`config.mk`:
```
export PLATFORM = sky130hd
export DESIGN_NAME = conv3x3_stream
export DESIGN_NICKNAME = d
export VERILOG_FILES = /design/src/rtl/conv3x3_pkg.sv /design/src/rtl/c3_window_chain.sv /design/src/rtl/c3_coef_bank.sv /design/src/rtl/c3_raster_tracker.sv /design/src/rtl/c3_mac_pipe.sv /design/src/rtl/conv3x3_stream.sv
export SDC_FILE = /design/constraint.sdc
export NUM_CORES = 2
export LEC_CHECK = 0
export BUFFER_PORTS_ARGS = -buffer_cell sky130_fd_sc_hd__clkbuf_2
export CAP_MARGIN = 20
export CORE_MARGIN = 1
export CORE_UTILIZATION = 40
export CTS_BUF_LIST = sky130_fd_sc_hd__clkbuf_8 sky130_fd_sc_hd__clkbuf_16
export CTS_CLUSTER_DIAMETER = 80
export DETAILED_ROUTE_END_ITERATION = 7
export GPL_ROUTABILITY_DRIVEN = 0
export REMOVE_ABC_BUFFERS = 1
export SLEW_MARGIN = 10
export SYNTH_ARGS = -nofsm -noshare
export SYNTH_HDL_FRONTEND = slang
export SYNTH_HIERARCHICAL = 1
export SYNTH_SLANG_ARGS = --single-unit
```
`constraint.sdc`:
```
create_clock -name clk -period 8.5 [get_ports clk]
set_input_delay 0.85 -clock clk [delete_from_list [all_inputs] [get_ports clk]]
set_output_delay 0.85 -clock clk [all_outputs]
set_load 0.005 [all_outputs]
```
`src/rtl/conv3x3_pkg.sv`:
```
package conv3x3_pkg;

  localparam int NTAP = 9;

  // Chain stage holding kernel position k (k = row*3 + col, row 0 = top).
  // Stage 0 holds the newest pixel, which is the lower-right corner.
  function automatic int tap_stage(input int k, input int row_len);
    int ky;
    int kx;
    ky = k / 3;
    kx = k % 3;
    return (2 - ky) * row_len + (2 - kx);
  endfunction

endpackage

```
`src/rtl/c3_window_chain.sv`:
```
module c3_window_chain
  import conv3x3_pkg::*;
#(
  parameter int IMG_W = 8,
  parameter int PIX_W = 8
) (
  input  logic                    clk,
  input  logic                    rst,
  input  logic                    shift_i,
  input  logic [PIX_W-1:0]        pix_i,
  output logic [NTAP*PIX_W-1:0]   taps_o
);

  localparam int DEPTH = 2 * IMG_W + 3;

  logic [PIX_W-1:0] sr [DEPTH];

  always_ff @(posedge clk) begin
    if (rst) begin
      for (int i = 0; i < DEPTH; i++) sr[i] <= '0;
    end else if (shift_i) begin
      sr[0] <= pix_i;
      for (int i = 1; i < DEPTH; i++) sr[i] <= sr[i-1];
    end
  end

  for (genvar k = 0; k < NTAP; k++) begin : g_tap
    assign taps_o[k*PIX_W +: PIX_W] = sr[tap_stage(k, IMG_W)];
  end


  shift_load_chk: assert property (@(posedge clk) disable iff (rst)
    shift_i |=> (sr[0] == $past(pix_i)) && (sr[1] == $past(sr[0])));


  chain_hold_chk: assert property (@(posedge clk) disable iff (rst)
    !shift_i |=> $stable(sr[0]) && $stable(sr[DEPTH-1]));

endmodule

```
`src/rtl/c3_coef_bank.sv`:
```
module c3_coef_bank
  import conv3x3_pkg::*;
#(
  parameter int COEF_W = 8,
  parameter int ADDR_W = 4
) (
  input  logic                    clk,
  input  logic                    rst,
  input  logic                    we_i,
  input  logic [ADDR_W-1:0]       addr_i,
  input  logic [COEF_W-1:0]       data_i,
  output logic [NTAP*COEF_W-1:0]  coefs_o
);

  logic [COEF_W-1:0] coef_q [NTAP];

  always_ff @(posedge clk) begin
    if (rst) begin
      for (int i = 0; i < NTAP; i++) coef_q[i] <= '0;
    end else if (we_i) begin
      for (int i = 0; i < NTAP; i++) begin
        if (addr_i == ADDR_W'(i)) coef_q[i] <= data_i;
      end
    end
  end

  for (genvar k = 0; k < NTAP; k++) begin : g_flat
    assign coefs_o[k*COEF_W +: COEF_W] = coef_q[k];
  end


  coef_ignore_chk: assert property (@(posedge clk) disable iff (rst)
    (we_i && (addr_i >= ADDR_W'(NTAP))) |=> $stable(coefs_o));

endmodule

```
`src/rtl/c3_raster_tracker.sv`:
```
module c3_raster_tracker #(
  parameter int IMG_W = 8
) (
  input  logic clk,
  input  logic rst,
  input  logic acc_i,
  input  logic sof_i,
  output logic emit_o,
  output logic interior_o
);

  localparam int CW       = $clog2(IMG_W);
  localparam int FILL_MAX = 2 * IMG_W + 2;
  localparam int FW       = $clog2(FILL_MAX + 1);

  logic [CW-1:0] col_q, cur_col;
  logic [1:0]    row_q, cur_row;
  logic [FW-1:0] fill_q, cur_fill;
  logic          wrap;

  always_comb begin
    cur_col  = sof_i ? '0 : col_q;
    cur_row  = sof_i ? '0 : row_q;
    cur_fill = sof_i ? '0 : fill_q;
    wrap     = (cur_col == CW'(IMG_W - 1));
  end

  assign emit_o     = (cur_fill == FW'(FILL_MAX));
  assign interior_o = (cur_row == 2'd2) && (cur_col >= CW'(2));

  always_ff @(posedge clk) begin
    if (rst) begin
      col_q  <= '0;
      row_q  <= '0;
      fill_q <= '0;
    end else if (acc_i) begin
      col_q  <= wrap ? '0 : cur_col + 1'b1;
      if (wrap && cur_row != 2'd2) row_q <= cur_row + 1'b1;
      else                         row_q <= cur_row;
      fill_q <= emit_o ? cur_fill : cur_fill + 1'b1;
    end
  end


  sof_restart_chk: assert property (@(posedge clk) disable iff (rst)
    (acc_i && sof_i) |=> (fill_q == FW'(1)) && (col_q == CW'(1)) && (row_q == 2'd0));


  col_wrap_chk: assert property (@(posedge clk) disable iff (rst)
    (acc_i && !sof_i && col_q == CW'(IMG_W - 1)) |=> (col_q == '0));

endmodule

```
`src/rtl/c3_mac_pipe.sv`:
```
module c3_mac_pipe
  import conv3x3_pkg::*;
#(
  parameter int PIX_W  = 8,
  parameter int COEF_W = 8,
  parameter int ACC_W  = 20
) (
  input  logic                    clk,
  input  logic                    rst,
  input  logic                    en_i,
  input  logic                    v_i,
  input  logic                    f_i,
  input  logic [NTAP*PIX_W-1:0]   taps_i,
  input  logic [NTAP*COEF_W-1:0]  coefs_i,
  output logic                    v_o,
  output logic                    f_o,
  output logic [ACC_W-1:0]        sum_o
);

  localparam int PROD_W = PIX_W + COEF_W + 1;
  localparam int NROW   = 3;

  logic signed [PROD_W-1:0] prod_d [NTAP];
  logic signed [PROD_W-1:0] prod_q [NTAP];
  logic signed [ACC_W-1:0]  rs_q   [NROW];
  logic signed [ACC_W-1:0]  sum_q;
  logic                     va_q, fa_q, vb_q, fb_q, vc_q, fc_q;

  for (genvar k = 0; k < NTAP; k++) begin : g_mul
    logic signed [PROD_W-1:0] px_e;
    logic signed [PROD_W-1:0] cf_e;
    assign px_e      = PROD_W'($signed({1'b0, taps_i[k*PIX_W +: PIX_W]}));
    assign cf_e      = PROD_W'($signed(coefs_i[k*COEF_W +: COEF_W]));
    assign prod_d[k] = px_e * cf_e;
  end

  always_ff @(posedge clk) begin
    if (rst) begin
      for (int k = 0; k < NTAP; k++) prod_q[k] <= '0;
      for (int j = 0; j < NROW; j++) rs_q[j] <= '0;
      sum_q <= '0;
      va_q  <= 1'b0;
      fa_q  <= 1'b0;
      vb_q  <= 1'b0;
      fb_q  <= 1'b0;
      vc_q  <= 1'b0;
      fc_q  <= 1'b0;
    end else if (en_i) begin
      for (int k = 0; k < NTAP; k++) prod_q[k] <= prod_d[k];
      for (int j = 0; j < NROW; j++) begin
        rs_q[j] <= ACC_W'(prod_q[3*j]) + ACC_W'(prod_q[3*j+1]) + ACC_W'(prod_q[3*j+2]);
      end
      sum_q <= rs_q[0] + rs_q[1] + rs_q[2];
      va_q  <= v_i;
      fa_q  <= f_i;
      vb_q  <= va_q;
      fb_q  <= fa_q;
      vc_q  <= vb_q;
      fc_q  <= fb_q;
    end
  end

  assign v_o   = vc_q;
  assign f_o   = fc_q;
  assign sum_o = sum_q;

endmodule

```
`src/rtl/conv3x3_stream.sv`:
```
module conv3x3_stream
  import conv3x3_pkg::*;
#(
  parameter int IMG_W  = 8,
  parameter int PIX_W  = 8,
  parameter int COEF_W = 8,
  parameter int ACC_W  = 20,
  parameter int CFG_AW = 4
) (
  input  logic              clk,
  input  logic              rst,
  input  logic              frame_start,
  input  logic              in_valid,
  output logic              in_ready,
  input  logic [PIX_W-1:0]  in_pix,
  output logic              out_valid,
  input  logic              out_ready,
  output logic [ACC_W-1:0]  out_data,
  output logic              out_interior,
  input  logic              cfg_we,
  input  logic [CFG_AW-1:0] cfg_addr,
  input  logic [COEF_W-1:0] cfg_data
);

  logic                   adv;
  logic                   acc;
  logic                   emit;
  logic                   interior;
  logic                   v0_q, f0_q;
  logic [NTAP*PIX_W-1:0]  taps;
  logic [NTAP*COEF_W-1:0] coefs;

  // The whole pipeline advances together unless a result is waiting.
  assign adv      = !out_valid || out_ready;
  assign in_ready = adv;
  assign acc      = in_valid && adv;

  c3_raster_tracker #(.IMG_W(IMG_W)) u_track (
    .clk        (clk),
    .rst        (rst),
    .acc_i      (acc),
    .sof_i      (frame_start),
    .emit_o     (emit),
    .interior_o (interior)
  );

  c3_window_chain #(.IMG_W(IMG_W), .PIX_W(PIX_W)) u_chain (
    .clk     (clk),
    .rst     (rst),
    .shift_i (acc),
    .pix_i   (in_pix),
    .taps_o  (taps)
  );

  c3_coef_bank #(.COEF_W(COEF_W), .ADDR_W(CFG_AW)) u_coef (
    .clk     (clk),
    .rst     (rst),
    .we_i    (cfg_we),
    .addr_i  (cfg_addr),
    .data_i  (cfg_data),
    .coefs_o (coefs)
  );

  always_ff @(posedge clk) begin
    if (rst) begin
      v0_q <= 1'b0;
      f0_q <= 1'b0;
    end else if (adv) begin
      v0_q <= acc && emit;
      f0_q <= acc && emit && interior;
    end
  end

  c3_mac_pipe #(.PIX_W(PIX_W), .COEF_W(COEF_W), .ACC_W(ACC_W)) u_mac (
    .clk     (clk),
    .rst     (rst),
    .en_i    (adv),
    .v_i     (v0_q),
    .f_i     (f0_q),
    .taps_i  (taps),
    .coefs_i (coefs),
    .v_o     (out_valid),
    .f_o     (out_interior),
    .sum_o   (out_data)
  );


  stall_hold_chk: assert property (@(posedge clk) disable iff (rst)
    (out_valid && !out_ready) |=> out_valid && $stable(out_data) && $stable(out_interior));


  stall_block_chk: assert property (@(posedge clk) disable iff (rst)
    (out_valid && !out_ready) |-> !in_ready);


  interior_valid_chk: assert property (@(posedge clk) disable iff (rst)
    out_interior |-> out_valid);


  latency_chk: assert property (@(posedge clk) disable iff (rst)
    ($past(acc && emit, 3) && $past(adv, 2) && $past(adv, 1) && adv) |=> out_valid);

endmodule

```
==> summary by stage <==
Status
The run finished with clean final reports.

Worst setup path
The worst setup path is launched from a register. For the worst setup path, the data required time is 8880 ps. The number of cells on the worst reg-to-reg path is 15. The arrival time at the worst endpoint is 5110 ps. The worst register-to-register path has a setup slack of 3770 ps.

In this run the worst path has a maximum fanout of 9. The worst register-to-register path begins at u_chain/sr[1][6]. By startpoint and endpoint, the worst setup path is classified as register to register. The category of the worst setup path capture point is a register. In this run the critical register-to-register path is captured at u_mac/prod_q[0][116].

CTS
The worst-case clock buffer depth is 3. After clock tree synthesis, the clock-pin slew on the worst setup and hold paths is 60 ps. Buffers inserted to repair hold after CTS numbered 0. TritonCTS built the clock tree. The later pin in the worst-skew pair is clocked with a latency of 660 ps. The total clock sinks is 472. The H-tree depth is 2. The clock tree root driver cell is sky130_fd_sc_hd__clkbuf_16. In this run the post-CTS setup repair buffer count came out at 0.

The number of buffers created by CTS is 57. The count of cells resized by post-cts repair is 0.

Worst hold path
The startpoint identified for the worst hold timing path is u_mac/sum_o[14]. The destination of the worst hold path is u_mac/sum_o[14]. The count of cells along the worst hold path is 2. The worst min-delay path category is register to register.

Floorplanning
For this design the top-level I/O count stands at 49. The area inside the core boundary is 101900 um2. The floorplan has 117 rows. Measured along the y axis, the die boundary spans 322.7 um.

The starting utilization of the core area is 0.4037. The total die area is 104100 um2. The die outline width is 322.7 um.

Placed design
The setup slack at placement is 3822 ps. During placement, the flow inserted port buffers numbering 48. The instance area at placement is 42820 um2. The post-DP HPWL is 70350 um.

Drt
The detail-routed net length per standard cell is 17.90 um. In this run the remaining antenna-violating nets after routing total 0. The number of optimization iterations in the first detailed-route pass is 5. The detailed-route wire length is 92720 um.

After detailed routing, the number of remaining DRC violations is 0. The routed layout has 26010 vias. In the routed layout, each cell is associated on average with a via count of 5.020. The number of DRC violations after detailed-routing iteration 0 is 1550.

Timing
The number of endpoints failing setup at the final stage is 0. Counting I/O delays and the setup requirement, the final critical path takes 4729 ps. The final-layout setup total negative slack is 0 ps.

The final critical-path share of the clock period is 0.5564. The worst-case hold slack is 453.4 ps. Measured against its own limit, the worst slew margin works out to 0.3193.

On the final layout, the worst clock skew is 25.67 ps. At the pin with the least slew margin, the transition time is 1021 ps. Setup repair after global routing left no endpoint under its margin. The slack of the critical path is 3771 ps. The timing-limited maximum frequency is 211.5 MHz. The hold violation total from the final report is 0. The max-slew violation total from the final report came to 0.

Global route
The remaining global-route overflow is 0. The number of global-route vias before repair is 26780. The combined global-route utilization of all metal layers is 0.1835. The number of antenna violations at the first check in global routing is 14. The wire length of the first global-routing pass is 148000 um. The largest net degree at the start of global routing is 160.

Synthesis
The count of unique library cells instantiated by Yosys is 81. The share of synthesized area in the top cell type comes to 0.3168. The yosys synthesis warning count is 6. Summed over all instances, the cell type with the most area after synthesis is sky130_fd_sc_hd__edfxtp_1. In this run, synthesis produced a sequential element count of 472. Counting flops with a built-in enable in the synthesized netlist gives 434. The mapped netlist covers 41140 um2. The share of synthesized registers carrying an async set or reset is 0.

The most used flip-flop cell after synthesis is sky130_fd_sc_hd__edfxtp_1. The synthesized instance count is 3731. A synthesized cell averages 11.03 um2. Yosys attributes the largest share of cell area to sky130_fd_sc_hd__edfxtp_1 32%, sky130_fd_sc_hd__fa_1 20%, sky130_fd_sc_hd__ha_1 14%, sky130_fd_sc_hd__and2_1 6.1%, sky130_fd_sc_hd__inv_1 4.9%. Counting instances in the post-synthesis netlist gives the leading cell types as 535 x sky130_fd_sc_hd__inv_1, 459 x sky130_fd_sc_hd__ha_1, 434 x sky130_fd_sc_hd__edfxtp_1. The most common cell in the synthesized netlist is sky130_fd_sc_hd__inv_1. The proportion of synthesized chip area in sequential cells is 0.3353.

Cells and area
Of the cells placed in the final design, the portion with a size suffix greater than 1 is 0.05509. Compared with the post-synthesis result, the final layout area differs by 8.599%. After routing the design area is 44670 um2. The area of all sequential standard cells is 13790 um2. After filler insertion, the fill cell instance count of the layout stands at 9625. In the final layout, the multi-input gates occupy 24920 um2. The net count of the finished layout is 4658.

Power
The design draws 10.66 mW. The largest voltage drop on the vdd net is 0.1902 mV. The total power per unit cell area is 238.5 nW/um2. For this design the static power due to leakage is 21.42 nW.

Job
The max-capacitance violation count is 0.
-- sequential cells by signal, summed over array words and instances, names as in the netlist --
signal          flops
u_coef/coef_q      72
f0_q                1
u_mac/fb_q          1
u_mac/rs_q         57
u_track/row_q       2
v0_q                1
u_mac/sum_o        20
u_mac/va_q          1
u_track/col_q       3
u_track/fill_q      5
u_mac/vb_q          1
u_mac/v_o           1
u_chain/sr        152
u_mac/prod_q      153
u_mac/fa_q          1
u_mac/f_o           1
-- per-layer routing --
layer,up-vias,share of wire,global-route usage
met5,-,0.00014,0
met4,2,0.021,0.04887
met3,108,0.050,0.02511
met2,475,0.45,0.2919
met1,12890,0.48,0.2620
li1,12540,-,-
-- critical path, stage by stage, from the launching register on --
cell,delay [ps]
sky130_fd_sc_hd__edfxtp_1,510
sky130_fd_sc_hd__and2_1,220
sky130_fd_sc_hd__ha_1,320
sky130_fd_sc_hd__fa_1,510
sky130_fd_sc_hd__inv_1,60
sky130_fd_sc_hd__fa_1,490
sky130_fd_sc_hd__fa_1,490
sky130_fd_sc_hd__inv_1,40
sky130_fd_sc_hd__ha_1,300
sky130_fd_sc_hd__nor2b_1,160
sky130_fd_sc_hd__o21ai_0,200
sky130_fd_sc_hd__a21boi_0,160
sky130_fd_sc_hd__o21ai_1,280
sky130_fd_sc_hd__a21oi_1,140
sky130_fd_sc_hd__xnor2_1,500
sky130_fd_sc_hd__nor2_1,80
-- power breakdown --
group / switching, mW / internal, mW / leakage [nW]
Sequential: 0.352 / 3.06 / 5.15
Clock: 1.04 / 1.37 / 0.933
Combinational: 2.78 / 2.05 / 15.3
Total: 4.18 / 6.48 / 21.4
-- kinds of logic (layout without fill, tap and decap cells) --
group           count (synthesis)  after routing  share of synthesized area
fa+ha+maj                     866            866                     0.3377
other cells                     0              1                          0
buf+inv                       624            705                    0.06089
simple gates                 1244           1244                     0.1717
compound gates                392            392                    0.06527
mux                            26             26                   0.006327
flops                         472            472                     0.3353
xor+xnor                      107            107                    0.02278
-- cell type report --
class | count | share of cell area
clock inverter | 47 | 0.009131
timing repair buffer | 64 | 0.008486
multi-input combinational | 2635 | 0.5578
sequential | 472 | 0.3088
antenna | 1 | 0.00005602
clock buffer | 58 | 0.03224
tap | 1368 | 0.03832
inverter | 536 | 0.04521
-- cell usage in the layout, fill, tap and decap left out, types with 15 or more instances in the layout --
cell / count
sky130_fd_sc_hd__a211oi_1: 17
sky130_fd_sc_hd__mux2i_1: 26
sky130_fd_sc_hd__nor2_1: 225
sky130_fd_sc_hd__and3_1: 23
sky130_fd_sc_hd__dfxtp_1: 38
sky130_fd_sc_hd__nor2b_1: 50
sky130_fd_sc_hd__xnor2_1: 46
sky130_fd_sc_hd__clkbuf_2: 47
sky130_fd_sc_hd__xor2_1: 61
sky130_fd_sc_hd__nand2_1: 210
sky130_fd_sc_hd__fa_1: 407
sky130_fd_sc_hd__a21oi_1: 99
sky130_fd_sc_hd__buf_4: 15
sky130_fd_sc_hd__inv_1: 542
sky130_fd_sc_hd__o21a_1: 31
sky130_fd_sc_hd__and2_1: 401
sky130_fd_sc_hd__nor3_1: 69
sky130_fd_sc_hd__a21o_1: 57
sky130_fd_sc_hd__ha_1: 459
sky130_fd_sc_hd__nand2b_1: 46
sky130_fd_sc_hd__clkbuf_16: 57
sky130_fd_sc_hd__and3b_1: 146
sky130_fd_sc_hd__edfxtp_1: 434
sky130_fd_sc_hd__o21ai_0: 39
sky130_fd_sc_hd__o21ai_1: 25
-- stage by stage --
| step | util | cells |
|---|---|---|
| floorplan | - | 3643 |
| finish | 0.4385 | 5181 |
| detailed placement | 0.4203 | 5075 |
| global placement | 0.4203 | 5075 |
| CTS | 0.4384 | 5180 |
| global route | 0.4384 | 5180 |
-- worst max path at each step --
stage	to	slack [ps]	cells after the start	from
3_3_place_gp	u_mac/prod_q[0][132]	3870	15	u_chain/sr[0][15]
3_5_place_dp	u_mac/prod_q[0][31]	3820	19	u_chain/sr[8][11]
5_1_grt	u_mac/prod_q[0][112]	3460	15	u_chain/sr[1][6]
6_report	u_mac/prod_q[0][116]	3770	15	u_chain/sr[1][6]
4_1_cts	u_mac/prod_q[0][31]	3820	19	u_chain/sr[8][11]
2_1_floorplan	u_mac/prod_q[0][0]	2360	4	out_ready
Power figures use the tool's default switching activity.
